<file path="config.mk">
export PLATFORM = sky130hd
export DESIGN_NAME = cm_counter
export DESIGN_NICKNAME = d
export VERILOG_FILES = /design/src/rtl/cm_pkg.sv /design/src/rtl/cm_check.sv /design/src/rtl/cm_step.sv /design/src/rtl/cm_counter.sv
export SDC_FILE = /design/constraint.sdc
export NUM_CORES = 1
export LEC_CHECK = 0
export BUFFER_PORTS_ARGS = -buffer_cell sky130_fd_sc_hd__buf_2
export CORE_MARGIN = 3
export CORE_UTILIZATION = 30
export DETAILED_ROUTE_END_ITERATION = 10
export GPL_ROUTABILITY_DRIVEN = 0
export GPL_TIMING_DRIVEN = 0
export PLACE_DENSITY = 0.53
export SYNTH_ARGS = -nofsm -noshare
export SYNTH_HDL_FRONTEND = slang
export SYNTH_SLANG_ARGS = --single-unit
</file>
<file path="constraint.sdc">
create_clock -name clk -period 3.8 [get_ports clk]
set_input_delay 0.19 -clock clk [delete_from_list [all_inputs] [get_ports clk]]
set_output_delay 0.19 -clock clk [all_outputs]
set_load 0.02 [all_outputs]
</file>
<file path="src/rtl/cm_pkg.sv">
package cm_pkg;

    localparam int CNT_W  = 16;
    localparam int WORD_W = 2 * CNT_W;

    typedef logic [CNT_W-1:0]  cnt_t;
    typedef logic [WORD_W-1:0] word_t;

    // Upper half: count, lower half: its inverse.
    typedef struct packed {
        cnt_t count;
        cnt_t inverse;
    } cm_word_t;

    typedef enum logic [2:0] {
        OP_IDLE,
        OP_LOAD,
        OP_STEP,
        OP_SAT,
        OP_REJECT
    } cm_op_t;

    typedef struct packed {
        cm_word_t word;
        logic     valid;
        logic     sat;
        logic     done;
    } cm_state_t;

    localparam cnt_t CNT_MAX = '1;

    function automatic cm_word_t make_word(input cnt_t c);
        cm_word_t w;
        w.count   = c;
        w.inverse = ~c;
        return w;
    endfunction

    localparam cm_word_t INIT_WORD = '{count: '0, inverse: '1};

endpackage

</file>
<file path="src/rtl/cm_check.sv">
module cm_check
    import cm_pkg::*;
(
    input  word_t    raw,
    output cm_word_t norm,
    output logic     ok
);
    cm_word_t as_word;
    logic     erased;

    always_comb begin
        as_word = cm_word_t'(raw);
        erased  = (raw == '0);
        norm    = erased ? INIT_WORD : as_word;
        ok      = erased || (as_word.inverse == ~as_word.count);
    end

endmodule

</file>
<file path="src/rtl/cm_step.sv">
module cm_step
    import cm_pkg::*;
(
    input  cm_word_t cur,
    output cm_word_t nxt,
    output logic     at_top
);
    always_comb begin
        at_top = (cur.count == CNT_MAX);
        nxt    = make_word(cnt_t'(cur.count + 1'b1));
    end

    // the lower half of a consistent word steps down by one
    always_comb begin
        if (!at_top && (cur.inverse == ~cur.count)) begin
            a_r5_lower_dec: assert (nxt.inverse == cnt_t'(cur.inverse - 1'b1))
                else $error("lower half did not decrement");
        end
    end

endmodule

</file>
<file path="src/rtl/cm_counter.sv">
module cm_counter
    import cm_pkg::*;
(
    input  logic        clk,
    input  logic        rst,
    input  logic        load_en,
    input  logic [31:0] load_word,
    input  logic        inc_req,
    output logic [31:0] word_q,
    output logic        word_valid,
    output logic        inc_done,
    output logic        at_limit
);
    cm_state_t st_q, st_d;
    cm_word_t  load_norm, step_word;
    logic      load_ok, step_top;
    cm_op_t    op;

    cm_check u_check (
        .raw  (load_word),
        .norm (load_norm),
        .ok   (load_ok)
    );

    cm_step u_step (
        .cur    (st_q.word),
        .nxt    (step_word),
        .at_top (step_top)
    );

    // Load wins over increment; increments need a valid word below the limit.
    always_comb begin
        if (load_en)             op = OP_LOAD;
        else if (!inc_req)       op = OP_IDLE;
        else if (!st_q.valid)    op = OP_REJECT;
        else if (step_top)       op = OP_SAT;
        else                     op = OP_STEP;
    end

    always_comb begin
        st_d      = st_q;
        st_d.done = 1'b0;
        unique case (op)
            OP_LOAD: begin
                st_d.word  = load_norm;
                st_d.valid = load_ok;
                st_d.sat   = 1'b0;
            end
            OP_STEP: begin
                st_d.word = step_word;
                st_d.done = 1'b1;
            end
            OP_SAT:  st_d.sat = 1'b1;
            default: ;
        endcase
    end

    always_ff @(posedge clk) begin
        if (rst) begin
            st_q.word  <= INIT_WORD;
            st_q.valid <= 1'b1;
            st_q.sat   <= 1'b0;
            st_q.done  <= 1'b0;
        end else begin
            st_q <= st_d;
        end
    end

    assign word_q     = st_q.word;
    assign word_valid = st_q.valid;
    assign inc_done   = st_q.done;
    assign at_limit   = st_q.sat;

    // a valid word always has complementary halves
    a_r9_halves_match: assert property (@(posedge clk) disable iff (rst)
        word_valid |-> (word_q[15:0] == ~word_q[31:16]));

    // without a load in between, the count never goes backwards
    a_r9_no_wrap: assert property (@(posedge clk) disable iff (rst)
        !load_en && word_valid |=> word_q[31:16] >= $past(word_q[31:16]));

    // a done pulse means the count advanced by exactly one
    a_r5_step_one: assert property (@(posedge clk) disable iff (rst)
        inc_done |-> word_valid &&
            (word_q[31:16] == $past(word_q[31:16]) + 16'd1));

    // refused increment at the top leaves the word and flags saturation
    a_r6_saturate: assert property (@(posedge clk) disable iff (rst)
        inc_req && !load_en && word_valid && word_q == 32'hFFFF_0000
            |=> at_limit && !inc_done && $stable(word_q));

    // increments on an invalid word do nothing
    a_r7_refused: assert property (@(posedge clk) disable iff (rst)
        inc_req && !load_en && !word_valid
            |=> !inc_done && $stable(word_q) && !word_valid);

    // load beats a simultaneous increment
    a_r8_load_first: assert property (@(posedge clk) disable iff (rst)
        load_en |=> !inc_done && !at_limit);

endmodule

</file>
==> impl_metrics.py <==
metrics = {
    "place": {
        "detailedPlace.worstSlack_ns": 1.34,
        "place_hpwl_um": 5620,
        "place.port_buffers": 68,
        "post-place-cells": 382,
    },
    "clocking": {
        "post_cts.repair.setup_buffers": 0,
        "sinks_on_the_clock_net": 35,
        "cts_root_buf": "clkbuf_8",
        "worst_skew_pair_later_pin_latency_ns": 0.29,
        "post_cts_resized": 0,
        "cts_buffer_depth": 2,
        "htree_levels": 2,
        "cts.hold.buffers_added": 0,
        "clk_transition_reported_paths_ns": 0.07,
        "tritoncts.num_buffers": 5,
        "tritoncts": "done",
    },
    "worst_setup_path": {
        "reg2regPathDepth": 7,
        "endpoint_kind": "flip-flop",
        "crit_path_start_kind": "flip-flop",
        "worst-r2r-setup-slack_ns": 1.29,
        "worstPathArrival_ns": 2.74,
        "worst-setup-path-type": "flip-flop to flip-flop",
        "critical_path_peak_fanout": 10,
        "cp_data_required_time_ns": 4.03,
        "crit-reg2reg-launch": "word_q[16]",
        "r2r_end": "word_q[22]",
    },
    "synthesis": {
        "synth_top_cell_area_share": 0.344,
        "synth.yosys.warnings": 0,
        "synthCells": 237,
        "synthArstFlopShare": 0,
        "mappedNetlistArea_mm2": 0.00204,
        "synth.largest_area_cell": "dfxtp_1",
        "synth_enable_flop_cells": 0,
        "post_synthesis_sequential_area_ratio": 0.344,
        "postSynthAreaPerCell_um2": 8.60,
        "synth_most_common_cell": "dfxtp_1",
        "commonest_register_cell_after_synthesis": "dfxtp_1",
        "yosys.cell_types.count": 43,
        "yosys_register_bits": 35,
        "synth.top_cells.by_area": "dfxtp_1, xor2_1, a21oi_1",
        "post_syn_nets": 274,
        "synth.cells.most_frequent": "dfxtp_1, xor2_1, a21oi_1, nor2_1, nand2_1",
    },
    "timing": {
        "grt_setup_unrepaired": "no",
        "finalHoldViolCount": 0,
        "final.min_clock_period_ns": 2.51,
        "timing_max_transition_violations_final": 0,
        "achievable-frequency_mhz": 398,
        "post-route-worst-setup-slack_ns": 1.29,
        "setup_violations_final": 0,
        "fin_setup_tns_ns": 0,
        "final_period_utilization": 0.660,
        "tightestPinTransition_ns": 0.899,
        "worst_hold_slack_ns": 0.215,
        "timing.clock.skew_ns": 0.0108,
        "headroom_to_the_max_slew_limit": 0.397,
    },
    "grt": {
        "most_utilized_layer_in_the_global_route_result": "met2",
        "gr-usage-all-layers": 0.197,
        "overflow_after_grt": 0,
        "grt_antenna_before_repair": 0,
        "grt_use_met2": 0.295,
        "grt_max_degree": 11,
        "first_pass_grt_wire_length_um": 11500,
        "globalRouteMet3Util": 0.0391,
        "gr-usage-met1": 0.284,
        "grt_pass1_vias": 2149,
    },
    "power_and_ir_drop": {
        "vdd_drop_max_mv": 0.124,
        "netSwitchingFraction": 0.333,
        "power.share.sequential": 0.454,
        "pwr_density_cell_mw_per_mm2": 365,
        "internal_power_mw": 0.624,
        "p_leak_nw": 1.03,
        "clock_power_share": 0.303,
        "netSwitchingPower_mw": 0.311,
        "power_frac_comb": 0.243,
    },
    "detailed_routing": {
        "wl_per_cell_um": 19.0,
        "dr.first_iter.drc_count": 149,
        "drt_first_pass_iters": 4,
        "finalWirelength_um": 7390,
        "drt-vias-per-instance": 5.57,
        "antenna_left": 0,
        "via_count": 2166,
        "drc": 0,
    },
    "worst_hold_path": {
        "min-delay-path-class": "input pin to flip-flop",
        "holdPathEnd": "word_q[4]",
        "holdPathStages": 3,
        "hold_sp": "load_word[4]",
    },
    "layout": {
        "nFillCells": 692,
        "finish.net_count": 349,
        "layout-area-overhead-vs-synth_pct": 25.7,
        "n_antenna_cell": 0,
        "final_layout_size_suffix_gt1_frac": 0.295,
        "stdcell_count": 389,
    },
    "floorplan": {
        "io_pins": 71,
        "die_w_um": 88.4,
        "core_area_mm2": 0.00646,
        "die_height_um": 88.4,
        "rows": 29,
        "die-area_mm2": 0.00782,
        "initial_utilization": 0.316,
    },
    "run_status": {
        "outcome": "finished, final reports clean",
    },
    "run": {
        "max-cap-violations": 0,
    },
}
power groups by stage:
stage / Combinational (mW) / Sequential [mW] / Clock (mW)
after floorplan: 0.100 / 0.463 / 0
after global placement: 0.225 / 0.432 / 0
after detailed placement: 0.225 / 0.433 / 0
after CTS: 0.226 / 0.425 / 0.290
after global routing: 0.246 / 0.429 / 0.301
final: 0.227 / 0.424 / 0.284
worst max-delay path by stage:
stage | startpoint | endpoint | slack (ns) | depth (start not counted)
global placement | word_q[16] | word_q[30] | 1.34 | 7
CTS | word_q[16] | word_q[30] | 1.32 | 7
finish | word_q[16] | word_q[22] | 1.29 | 7
detailed placement | word_q[16] | word_q[30] | 1.34 | 7
global route | word_q[16] | word_q[30] | 1.02 | 7
floorplan | word_q[16] | word_q[12] | 1.56 | 6
layout by cell type, fill, tap and decap left out, types with 4 or more instances in the layout:
master / Yosys / final
dfxtp_1: 35 / 35
o21ai_0: 14 / 14
nand2_1: 16 / 16
buf_2: 0 / 68
nand3_1: 7 / 7
o221a_1: 5 / 5
nor4_1: 14 / 14
nor2_1: 18 / 18
clkbuf_8: 0 / 6
nand2b_1: 5 / 5
o21ai_1: 5 / 5
xnor2_1: 7 / 7
clkbuf_1: 6 / 6
and2_1: 5 / 5
nor3_1: 5 / 5
a221o_1: 5 / 5
nand4_1: 9 / 9
a21oi_1: 19 / 19
xor2_1: 20 / 20
a211oi_2: 4 / 4
inv_1: 4 / 4
cell type report:
class | instances | area (um2) | share of cell area
multi-input combinational | 186 | 1250 | 0.490
sequential | 35 | 701 | 0.273
timing repair buffer | 68 | 340 | 0.133
tap | 77 | 96.3 | 0.0376
clock buffer | 6 | 82.6 | 0.0322
buffer | 11 | 63.8 | 0.0249
inverter | 5 | 18.8 | 0.00732
clock inverter | 1 | 5.00 | 0.00195
cell families (layout without fill, tap and decap cells):
logic type,Yosys count,count (layout),synth area share
simple gates,86,86,0.230
compound gates,69,69,0.249
flops,35,35,0.344
xor+xnor,27,27,0.116
buf+inv,16,91,0.0405
mux,3,3,0.0147
fa+ha+maj,1,1,0.00614
metal layers:
metal	vias to the layer above	wire, um
met5	-	0
met4	0	110
met3	11	520
met2	95	3260
met1	1027	3500
li1	1033	-
registers in the layout, summed over array words and instances, names as in the netlist:
signal / count
word_valid: 1
word_q: 32
at_limit: 1
inc_done: 1
metrics by stage:
stage / instance area, um2 / utilization / total power [mW]
final: 2560 / 0.397 / 0.935
after global routing: 2560 / 0.397 / 0.976
after global placement: 2470 / 0.383 / 0.657
after floorplan: 2040 / - / 0.563
after detailed placement: 2470 / 0.383 / 0.658
after CTS: 2560 / 0.397 / 0.940
worst max-delay path: stages (launching register included):
cell,delay (ns)
dfxtp_1,0.46
ha_1,0.28
nand3_4,0.19
nor4_2,0.57
nor2_1,0.14
clkbuf_1,0.32
a21oi_1,0.28
o221a_1,0.20
Note: power is estimated with default switching activity, not from simulation.
